### src/rtl/agc_pkg.sv
package agc_pkg;
    typedef enum logic {
        ST_IDLE  = 1'b0,
        ST_ACCUM = 1'b1
    } agc_state_t;

    localparam int MAX_SHIFT = 5;

    typedef enum logic [1:0] {
        A_REF_LO = 2'd0,
        A_REF_HI = 2'd1,
        A_CTRL   = 2'd2,
        A_INTEG  = 2'd3
    } agc_addr_t;
endpackage

### src/rtl/agc_power.sv
module agc_power #(
    parameter int ADC_W = 9
) (
    input  logic signed [ADC_W-1:0] smp_i,
    input  logic signed [ADC_W-1:0] smp_q,
    output logic [ADC_W:0]          mag
);
    logic signed [ADC_W-1:0] chan [2];
    logic [ADC_W-1:0]        absv [2];

    assign chan[0] = smp_i;
    assign chan[1] = smp_q;

    for (genvar c = 0; c < 2; c++) begin : g_abs
        always_comb begin
            if (chan[c][ADC_W-1]) absv[c] = ~chan[c] + 1'b1;
            else                  absv[c] = chan[c];
        end
    end

    assign mag = {1'b0, absv[0]} + {1'b0, absv[1]};

    always_comb begin
        assert (mag <= (ADC_W+1)'(2 ** ADC_W)); // R3 magnitude bound
    end
endmodule

### src/rtl/agc_integ.sv
module agc_integ
    import agc_pkg::*;
#(
    parameter int INT_W  = 18,
    parameter int ERR_W  = 11,
    parameter int DATA_W = 8,
    parameter int GAIN_W = 3
) (
    input  logic                    clk,
    input  logic                    rst_n,
    input  logic                    apply,
    input  logic signed [ERR_W-1:0] err,
    input  logic [GAIN_W-1:0]       shift,
    input  logic                    invert,
    input  logic                    load,
    input  logic [DATA_W-1:0]       load_val,
    output logic [INT_W-1:0]        integ
);
    localparam int SUM_W = INT_W + 2;
    localparam int LOW_W = INT_W - DATA_W;
    localparam logic signed [SUM_W-1:0] MAXV = SUM_W'((2 ** INT_W) - 1);

    logic                    open_loop;
    logic signed [ERR_W-1:0] e_dir;
    logic signed [SUM_W-1:0] delta;
    logic signed [SUM_W-1:0] sum;
    logic [INT_W-1:0]        sat;

    assign open_loop = (shift > GAIN_W'(MAX_SHIFT));

    always_comb begin
        e_dir = invert ? -err : err;
        delta = SUM_W'(e_dir) <<< shift;
        sum   = $signed({2'b00, integ}) + delta;
        if (sum < 0)         sat = '0;
        else if (sum > MAXV) sat = MAXV[INT_W-1:0];
        else                 sat = sum[INT_W-1:0];
    end

    always_ff @(posedge clk) begin
        if (!rst_n)                  integ <= '0;
        else if (load)               integ <= {load_val, {LOW_W{1'b0}}};
        else if (apply && !open_loop) integ <= sat;
    end

    p_freeze_r5: assert property (@(posedge clk) disable iff (!rst_n)
        (open_loop && !load) |=> $stable(integ));

    p_host_load_r7: assert property (@(posedge clk) disable iff (!rst_n)
        load |=> (integ[INT_W-1 -: DATA_W] == $past(load_val)) && (integ[LOW_W-1:0] == '0));

    p_sat_high_r6: assert property (@(posedge clk) disable iff (!rst_n)
        (apply && !open_loop && !load && integ == MAXV[INT_W-1:0] && delta >= 0)
        |=> integ == MAXV[INT_W-1:0]);

    p_sat_low_r6: assert property (@(posedge clk) disable iff (!rst_n)
        (apply && !open_loop && !load && integ == '0 && delta <= 0) |=> integ == '0);
endmodule

### src/rtl/agc_pwm.sv
module agc_pwm #(
    parameter int PWM_W = 8
) (
    input  logic             clk,
    input  logic             rst_n,
    input  logic [PWM_W-1:0] duty,
    output logic             pwm
);
    logic [PWM_W-1:0] cnt;

    always_ff @(posedge clk) begin
        if (!rst_n) begin
            cnt <= '0;
            pwm <= 1'b0;
        end else begin
            cnt <= cnt + 1'b1;
            pwm <= (cnt < duty);
        end
    end

    p_zero_duty_r8: assert property (@(posedge clk) disable iff (!rst_n)
        (duty == '0) |=> !pwm);

    p_period_start_r8: assert property (@(posedge clk) disable iff (!rst_n)
        (cnt == '0 && duty != '0) |=> pwm);
endmodule

### src/rtl/agc_loop.sv
module agc_loop
    import agc_pkg::*;
#(
    parameter int ADC_W   = 9,
    parameter int REF_W   = 10,
    parameter int INT_W   = 18,
    parameter int DATA_W  = 8,
    parameter int GAIN_W  = 3,
    parameter int REF_RST = 262
) (
    input  logic                    clk,
    input  logic                    rst_n,
    input  logic                    smp_valid,
    input  logic signed [ADC_W-1:0] smp_i,
    input  logic signed [ADC_W-1:0] smp_q,
    input  logic                    reg_we,
    input  logic [1:0]              reg_addr,
    input  logic [DATA_W-1:0]       reg_wdata,
    output logic [DATA_W-1:0]       reg_rdata,
    output logic                    pwm_out
);
    localparam int POW_W = ADC_W + 1;
    localparam int ERR_W = REF_W + 1;
    localparam int HI_W  = REF_W - DATA_W;
    localparam logic [REF_W-1:0] REF_INIT = REF_W'(REF_RST);

    agc_state_t        state, state_nx;
    logic [POW_W-1:0]  mag, pow_q;
    logic [REF_W-1:0]  ref_q;
    logic [GAIN_W-1:0] gain_q;
    logic              inv_q;
    logic              apply, capture, int_load;
    logic signed [ERR_W-1:0] err;
    logic [INT_W-1:0]  integ;

    agc_power #(.ADC_W(ADC_W)) u_power (
        .smp_i(smp_i), .smp_q(smp_q), .mag(mag)
    );

    // state register
    always_ff @(posedge clk) begin
        if (!rst_n) state <= ST_IDLE;
        else        state <= state_nx;
    end

    // next state and control outputs
    always_comb begin
        capture  = smp_valid;
        apply    = 1'b0;
        state_nx = state;
        unique case (state)
            ST_IDLE: begin
                if (smp_valid) state_nx = ST_ACCUM;
            end
            ST_ACCUM: begin
                apply    = 1'b1;
                state_nx = smp_valid ? ST_ACCUM : ST_IDLE;
            end
        endcase
    end

    always_ff @(posedge clk) begin
        if (!rst_n)       pow_q <= '0;
        else if (capture) pow_q <= mag;
    end

    assign err = $signed(ERR_W'(ref_q)) - $signed(ERR_W'(pow_q));

    // host registers
    always_ff @(posedge clk) begin
        if (!rst_n) begin
            ref_q  <= REF_INIT;
            gain_q <= '0;
            inv_q  <= 1'b0;
        end else if (reg_we) begin
            unique case (agc_addr_t'(reg_addr))
                A_REF_LO: ref_q[DATA_W-1:0]     <= reg_wdata;
                A_REF_HI: ref_q[REF_W-1:DATA_W] <= reg_wdata[HI_W-1:0];
                A_CTRL: begin
                    gain_q <= reg_wdata[GAIN_W-1:0];
                    inv_q  <= reg_wdata[GAIN_W];
                end
                A_INTEG: ;
            endcase
        end
    end

    assign int_load = reg_we && (agc_addr_t'(reg_addr) == A_INTEG);

    always_comb begin
        reg_rdata = '0;
        unique case (agc_addr_t'(reg_addr))
            A_REF_LO: reg_rdata = ref_q[DATA_W-1:0];
            A_REF_HI: reg_rdata[HI_W-1:0] = ref_q[REF_W-1:DATA_W];
            A_CTRL:   reg_rdata[GAIN_W:0] = {inv_q, gain_q};
            A_INTEG:  reg_rdata = integ[INT_W-1 -: DATA_W];
        endcase
    end

    agc_integ #(
        .INT_W(INT_W), .ERR_W(ERR_W), .DATA_W(DATA_W), .GAIN_W(GAIN_W)
    ) u_integ (
        .clk(clk), .rst_n(rst_n), .apply(apply), .err(err),
        .shift(gain_q), .invert(inv_q), .load(int_load),
        .load_val(reg_wdata), .integ(integ)
    );

    agc_pwm #(.PWM_W(DATA_W)) u_pwm (
        .clk(clk), .rst_n(rst_n), .duty(integ[INT_W-1 -: DATA_W]), .pwm(pwm_out)
    );

    p_capture_r9: assert property (@(posedge clk) disable iff (!rst_n)
        smp_valid |=> state == ST_ACCUM);

    p_accum_exit_r9: assert property (@(posedge clk) disable iff (!rst_n)
        (state == ST_ACCUM && !smp_valid) |=> state == ST_IDLE);

    p_idle_hold_r3: assert property (@(posedge clk) disable iff (!rst_n)
        (state == ST_IDLE && !int_load) |=> $stable(integ));
endmodule

### config.mk
export PLATFORM = sky130hd
export DESIGN_NAME = agc_loop
export DESIGN_NICKNAME = d
export VERILOG_FILES = /design/src/rtl/agc_pkg.sv /design/src/rtl/agc_power.sv /design/src/rtl/agc_integ.sv /design/src/rtl/agc_pwm.sv /design/src/rtl/agc_loop.sv
export SDC_FILE = /design/constraint.sdc
export NUM_CORES = 1
export LEC_CHECK = 0
export BUFFER_PORTS_ARGS = -buffer_cell sky130_fd_sc_hd__buf_2
export CAP_MARGIN = 20
export CORE_MARGIN = 10
export CORE_UTILIZATION = 56
export DETAILED_ROUTE_END_ITERATION = 10
export GPL_TIMING_DRIVEN = 0
export PLACE_DENSITY = 0.75
export REMOVE_ABC_BUFFERS = 1
export SYNTH_ARGS = -nofsm -noshare
export SYNTH_HDL_FRONTEND = slang
export SYNTH_SLANG_ARGS = --single-unit
### constraint.sdc
create_clock -name clk -period 4.79 [get_ports clk]
set_input_delay 0 -clock clk [delete_from_list [all_inputs] [get_ports clk]]
set_output_delay 0 -clock clk [all_outputs]
set_load 0.005 [all_outputs]
==> After elaboration in Yosys (flattened, before gate mapping) <==
Cells that the tools add are included.
{ "op_classes": {"addsub": 7, "order_cmp": 4, "n_eq_ne": 3, "shift": 1, "n_mux": 12, "n_bitwise": 3, "n_reduce_logical": 9} }
{ "op_table": {"columns": ["cell", "count"], "rows": [
  ["$mux W18", 4],
  ["$add A19 B20 Y20", 1],
  ["$gt A20 B19 Y1 const B", 1],
  ["$lt A20 B1 Y1 const B", 1],
  ["$sshl A11 B3 Y20", 1],
  ["$add A9 B1 Y9 const B", 2],
  ["$mux W9", 2],
  ["$not A9 Y9", 2],
  ["$mux W11", 1],
  ["$neg A11 Y11", 1],
  ["$sub A10 B10 Y11", 1],
  ["$add A9 B9 Y10", 1],
  ["$add A8 B1 Y8 const B", 1],
  ["$lt A8 B8 Y1", 1],
  ["$pmux W2 S4", 1],
  ["$pmux W4 S2", 1],
  ["$pmux W2 S3", 1],
  ["$reduce_and A2 Y1", 3],
  ["$eq A2 B2 Y1 const B", 2],
  ["$gt A3 B3 Y1 const B", 1],
  ["$eq A2 B1 Y1 const B", 1],
  ["$logic_and A1 B1 Y1", 2],
  ["$logic_not A2 Y1", 1],
  ["$mux W1", 2],
  ["4 further kinds", 4]
]} }
{ "word_totals": {"register_bits": 52, "inputBits": 32, "out_inout_bits": 9, "word_cells": 49} }

==> Longest topological paths before layout <==
{ "depth": {"ltp_word": 10, "depth_mapped": 24, "ltp_nobuf": 22} }

==> Cells and area by module <==
Synthesis repeated with hierarchy kept, for this count alone.
{ "hier_totals": {"hier_cells": 671, "hier_area_um2": 5197.5} }
{ "by_module_without_submodules": {"columns": ["mod", "instances", "cells_each", "area_per_inst_um2", "seq_area_each_um2"], "rows": [
  ["agc_integ", 1, 340, 2454.9, 360.3],
  ["agc_loop", 1, 190, 1600.3, 500.5],
  ["agc_power", 1, 85, 643.1, 0.0],
  ["agc_pwm", 1, 56, 499.2, 180.2]
]} }

==> Least setup slack after synthesis <==
OpenSTA, ideal clock, no wires.
{ "synth_timing": {"path_kind": "register to register", "startpoint": "register ref_q[0]", "endpoint": "register u_integ.integ[11]", "setup_time_ns": 0.119, "arrival_ns": 4.778, "required_ns": 4.671, "slack_ns": -0.107, "path_stages_with_launch": 25, "n_path_buf": 2, "period_less_slack_ns": 4.897, "cell_sequence": "dfxtp_1 > inv_1 > ha_1 > fa_1 > nand2b_1 > a31oi_1 > xnor2_1 > o2111ai_1 > a21oi_2 > a31o_1 > buf_6 > xnor2_4 > mux2i_1 > o311ai_1 > ha_1 > a21o_1 > o21bai_1 > a31oi_1 > a2bb2oi_1 > a31oi_1 > o21ai_0 > mux2i_1 > o21bai_1 > buf_4 > o21ai_1"} }
{ "synth_via": {"elab_chain_len": 10, "word_cells_on_any_way": 11, "cone_classes": "3 x add/sub; 2 x order compare; 1 x shift; 5 x mux"} }
{ "synth_lines": {"columns": ["item", "line", "text"], "rows": [
  ["start, declared", "agc_loop.sv:29", "logic [REF_W-1:0] ref_q;"],
  ["start signal, assigned by index", "agc_loop.sv:77", "A_REF_LO: ref_q[DATA_W-1:0] <= reg_wdata;"],
  ["start signal, assigned by index", "agc_loop.sv:78", "A_REF_HI: ref_q[REF_W-1:DATA_W] <= reg_wdata[HI_W-1:0];"],
  ["$sub A10 B10 Y11 (*)", "agc_loop.sv:67", "assign err = $signed(ERR_W'(ref_q)) - $signed(ERR_W'(pow_q));"],
  ["$neg A11 Y11", "agc_integ.sv:32", "e_dir = invert ? -err : err;"],
  ["$mux W11 (*)", "agc_integ.sv:32", null],
  ["$sshl A11 B3 Y20 (*)", "agc_integ.sv:33", "delta = SUM_W'(e_dir) <<< shift;"],
  ["$add A19 B20 Y20 (*)", "agc_integ.sv:34", "sum = $signed({2'b00, integ}) + delta;"],
  ["$gt A20 B19 Y1", "agc_integ.sv:36", "else if (sum > MAXV) sat = MAXV[INT_W-1:0];"],
  ["$mux W18", "agc_integ.sv:36", null],
  ["$mux W18 (*)", "agc_integ.sv:35", "if (sum < 0) sat = '0;"],
  ["$mux W18 (*)", "agc_integ.sv:43", "else if (apply && !open_loop) integ <= sat;"],
  ["$mux W18 (*)", "agc_integ.sv:42", "else if (load) integ <= {load_val, {LOW_W{1'b0}}};"],
  ["end signal, assigned", "agc_integ.sv:42", null],
  ["end signal, assigned", "agc_integ.sv:43", null],
  ["end, declared", "agc_integ.sv:17", "output logic [INT_W-1:0] integ"]
]} }
Every way passes the cells marked *; elsewhere a longest branch is shown, timed or not. The select of a mux whose other input is x is not followed.
A chain may end at the register's enable or synchronous reset.

==> Final worst setup path <==
{ "layout_timing": {"startpoint": "register ref_q[0]", "endpoint": "register u_integ.integ[0]"} }
{ "layout_via": {"elab_chain_len": 8, "word_cells_on_any_way": 9, "cone_classes": "3 x add/sub; 2 x order compare; 1 x shift; 3 x mux"} }
{ "layout_lines": {"columns": ["item", "line"], "rows": [
  ["$sub A10 B10 Y11 (*)", "agc_loop.sv:67"],
  ["$neg A11 Y11", "agc_integ.sv:32"],
  ["$mux W11 (*)", "agc_integ.sv:32"],
  ["$sshl A11 B3 Y20 (*)", "agc_integ.sv:33"],
  ["$add A19 B20 Y20 (*)", "agc_integ.sv:34"],
  ["$gt A20 B19 Y1", "agc_integ.sv:36"],
  ["$mux W18", "agc_integ.sv:36"],
  ["$mux W18 (*)", "agc_integ.sv:35"]
]} }
Every way passes the cells marked *; elsewhere a longest branch is shown, timed or not.

==> metrics.md <==
| Metric | Value |
|---|---|
| All-layer global routing usage | `0.206` |
| Pwr dens | `317 mW/mm^2` |
| Fmax | `187 MHz` |
| CTS tree | `built` |
| Fill count | `720` |
| Worst setup SP type | `flip-flop` |
| Sequential share of the synthesized area | `0.194` |
| Synth warnings | `0` |
| Storage element area | `0.00104 mm^2` |
| Final Setup Violations | `18` |
| Top Ports | `41` |
| Routability congestion estimate | `0.960` |
| Design Area, Final | `0.00646 mm^2` |
| Fin. Hold Viols | `0` |
| GR Layer Usage met2 | `0.368` |
| Synth area leader | `dfxtp_1` |
| Number of synthesized flops with an enable pin | `0` |
| Final Max Tran Viols | `0` |
| Detail Route Antenna Nets | `0` |
| Starting Density | `0.578` |
| Core area | `0.00928 mm^2` |
| Outcome | `finished, violations left` |
| Synthesized flop and latch total | `52` |
| Per-cell routed wire length | `17.1 um` |
| Worst Setup End Kind | `flip-flop` |
| Synth top area share | `0.194` |
| CTS Sinks | `52` |
| Max Root-Sink Buffers | `2` |
| Failing checks | `negative setup slack` |
| Max-cap violations | `0` |
| Cells after synthesis | `697` |
| Fin util | `0.696` |
| WP data required | `5.03 ns` |
| Clk_lat worst skew | `0.32 ns` |
| Top-count cell post-synth | `nand2_1` |
| Actual slew at the worst max-slew pin | `1.04 ns` |
| Worst R2R Setup Slack | `-0.56 ns` |
| Final HPWL DP | `10.2 mm` |
| Worst min path class | `in -> reg` |
| Die boundary width | `118 um` |
| Die height | `118 um` |
| First-pass GRT wire length | `24.9 mm` |
| GRT busiest layer | `met2` |
| Initial DRC count | `533` |
| Final Skew | `0.00685 ns` |
| DR vias/cell | `5.94` |
| Post-synth ARST share | `0` |
| RSZ-0062 raised after global routing | `true` |
| CTS Buf Count | `5` |
| Multi-input gate area | `0.00442 mm^2` |
| H-tree levels | `2` |
| Grt ovf | `0` |
| Placed instance area | `0.00559 mm^2` |
| Leak Pwr | `2.70 nW` |
| I/O Buffers | `40` |
| DIE AREA | `0.0139 mm^2` |
| Synth cell count leaders | `nand2_1 (100), ha_1 (58), dfxtp_1 (52)` |
| DRC Markers | `0` |
| Via Count | `5258` |
| Clock slew at reported path FFs | `0.11 ns` |
| Synthesized area | `0.00536 mm^2` |
| Critical path class | `reg -> reg` |
| Initial antenna violation count | `0` |
| Crit-path max FO | `7` |
| Final worst slack | `-0.564 ns` |
| Synthesis-to-finish area growth | `20.4%` |
| Drt total wl | `15.1 mm` |
| GRT met3 Usage | `0.0331` |
| Arrival time worst endpoint | `5.59 ns` |
| Min Tclk post-route | `5.35 ns` |
| Synth cell types | `76` |
| Share of post-route cells with drive strength above 1 | `0.223` |
| Vias in the first global route | `5339` |
| Num rows | `35` |
| Avg Cell Area, Syn | `7.70 um^2` |
| Clock Tree Root | `clkbuf_8` |
| TritonRoute pass-1 iters | `5` |
| Nets | `847` |
| Final worst path period share | `1.12` |
| Ys flop type | `dfxtp_1` |
| Slew headroom | `0.304` |
| Power, Total | `0.00205 W` |
| Largest net degree at the start of global routing | `44` |
| Synth top area cells | `dfxtp_1 (19%), ha_1 (14%), nand2_1 (7.0%), xnor2_1 (5.4%), a21oi_1 (3.5%)` |
| GR Layer Usage met1 | `0.243` |
| Max rail drop VDD | `0.164 mV` |
per-layer routing:
layer	vias to the layer above	part of all wire
li1	2600	-
met1	2442	0.42
met2	186	0.50
met3	30	0.053
met4	0	0.023
met5	-	0
worst max-delay path: stages, from the launching register on:
cell and delay (ns):
dfxtp_2 0.37, inv_4 0.05, ha_4 0.16, fa_2 0.41
nand2b_4 0.17, a31oi_2 0.20, xnor2_1 0.11, or3_1 0.42
o21ai_1 0.27, xor2_1 0.22, o21ai_1 0.14, mux4_2 0.57
ha_4 0.31, and3_4 0.18, nand4_1 0.15, o2111a_1 0.31
o32a_1 0.43, nor4_2 0.24, mux2_4 0.25, nor2_4 0.09
a221oi_2 0.24
flip-flops by register name, summed over array words and instances, names as in the netlist:
register	cells
gain_q	3
pow_q	10
state	1
u_integ.integ	18
inv_q	1
ref_q	10
u_pwm.cnt	8
u_pwm.pwm	1
cell families after synthesis:
group,Yosys count,synth area share
compound gates,202,0.266
xor+xnor,48,0.0833
fa+ha+maj,61,0.146
buf+inv,75,0.0557
flops,52,0.194
mux,19,0.0408
simple gates,240,0.214
area by class of cell:
| class | instances | share of cell area |
|---|---|---|
| well taps | 129 | 0.0250 |
| clock buffers | 5 | 0.0107 |
| inverters | 43 | 0.0254 |
| multi-input cells | 570 | 0.684 |
| repair buffers | 82 | 0.0891 |
| clock inverters | 3 | 0.00329 |
| flip-flops and latches | 52 | 0.162 |
| diodes | 1 | 0.000388 |
worst paths after layout:
path | end | cells after the start | startpoint
max reg2reg | u_integ.integ[0] | 20 | ref_q[0]
min | gain_q[0] | 3 | reg_we
min reg2reg | u_integ.integ[6] | 2 | u_integ.integ[6]
max | u_integ.integ[0] | 20 | ref_q[0]
timing repair:
action	CTS	global route
buffers inserted	28	7
pin swaps	23	35
hold endpoints to repair	13	0
gates resized for setup	58	24
endpoints found under the setup margin	18	18
hold buffers	8	0
placed cells by master (no fill, tap or decap), types with 5 or more instances in the layout:
| cell type | Yosys | routed |
|---|---|---|
| o21a_1 | 11 | 11 |
| dfxtp_1 | 52 | 49 |
| nor3_2 | 0 | 8 |
| dlygate4sd3_1 | 0 | 8 |
| xnor2_1 | 33 | 33 |
| o21ai_0 | 34 | 30 |
| buf_2 | 2 | 40 |
| nand2_1 | 100 | 100 |
| a21boi_0 | 14 | 14 |
| ha_1 | 58 | 53 |
| clkbuf_8 | 0 | 5 |
| a221oi_2 | 8 | 8 |
| and2_1 | 17 | 17 |
| xor2_1 | 13 | 11 |
| nor2b_1 | 8 | 7 |
| mux2i_1 | 13 | 10 |
| o21ai_1 | 18 | 16 |
| nand3_1 | 19 | 17 |
| nor2_1 | 37 | 37 |
| nand2b_1 | 10 | 9 |
| a21o_1 | 14 | 14 |
| buf_4 | 2 | 28 |
| o31ai_1 | 6 | 5 |
| o21ai_2 | 1 | 6 |
| a31oi_1 | 10 | 7 |
| or3_1 | 6 | 5 |
| a21oi_1 | 38 | 34 |
| inv_1 | 41 | 40 |
| nor3_1 | 19 | 11 |
stage by stage:
| stage | TNS, ns | std cells | worst slack (ns) | hold slack, ns |
|---|---|---|---|---|
| 3_3_place_gp | -22.11 | 834 | -1.32 | 0.264 |
| 6_report | -9.41 | 885 | -0.564 | 0.0588 |
| 4_1_cts | -3.73 | 878 | -0.234 | 0.0505 |
| 5_1_grt | -12.56 | 884 | -0.744 | 0.0632 |
| 3_5_place_dp | -24.48 | 834 | -1.45 | 0.285 |
| 2_1_floorplan | -7.66 | 665 | -0.451 | 0.0718 |
power by group:
group	total, W	switching [W]	internal [W]	leakage, nW
Sequential	0.000511	0.0000414	0.000470	0.425
Clock	0.000272	0.000168	0.000104	0.0445
Combinational	0.00127	0.000699	0.000566	2.23
Total	0.00205	0.000908	0.00114	2.70
Power figures use the tool's default switching activity.
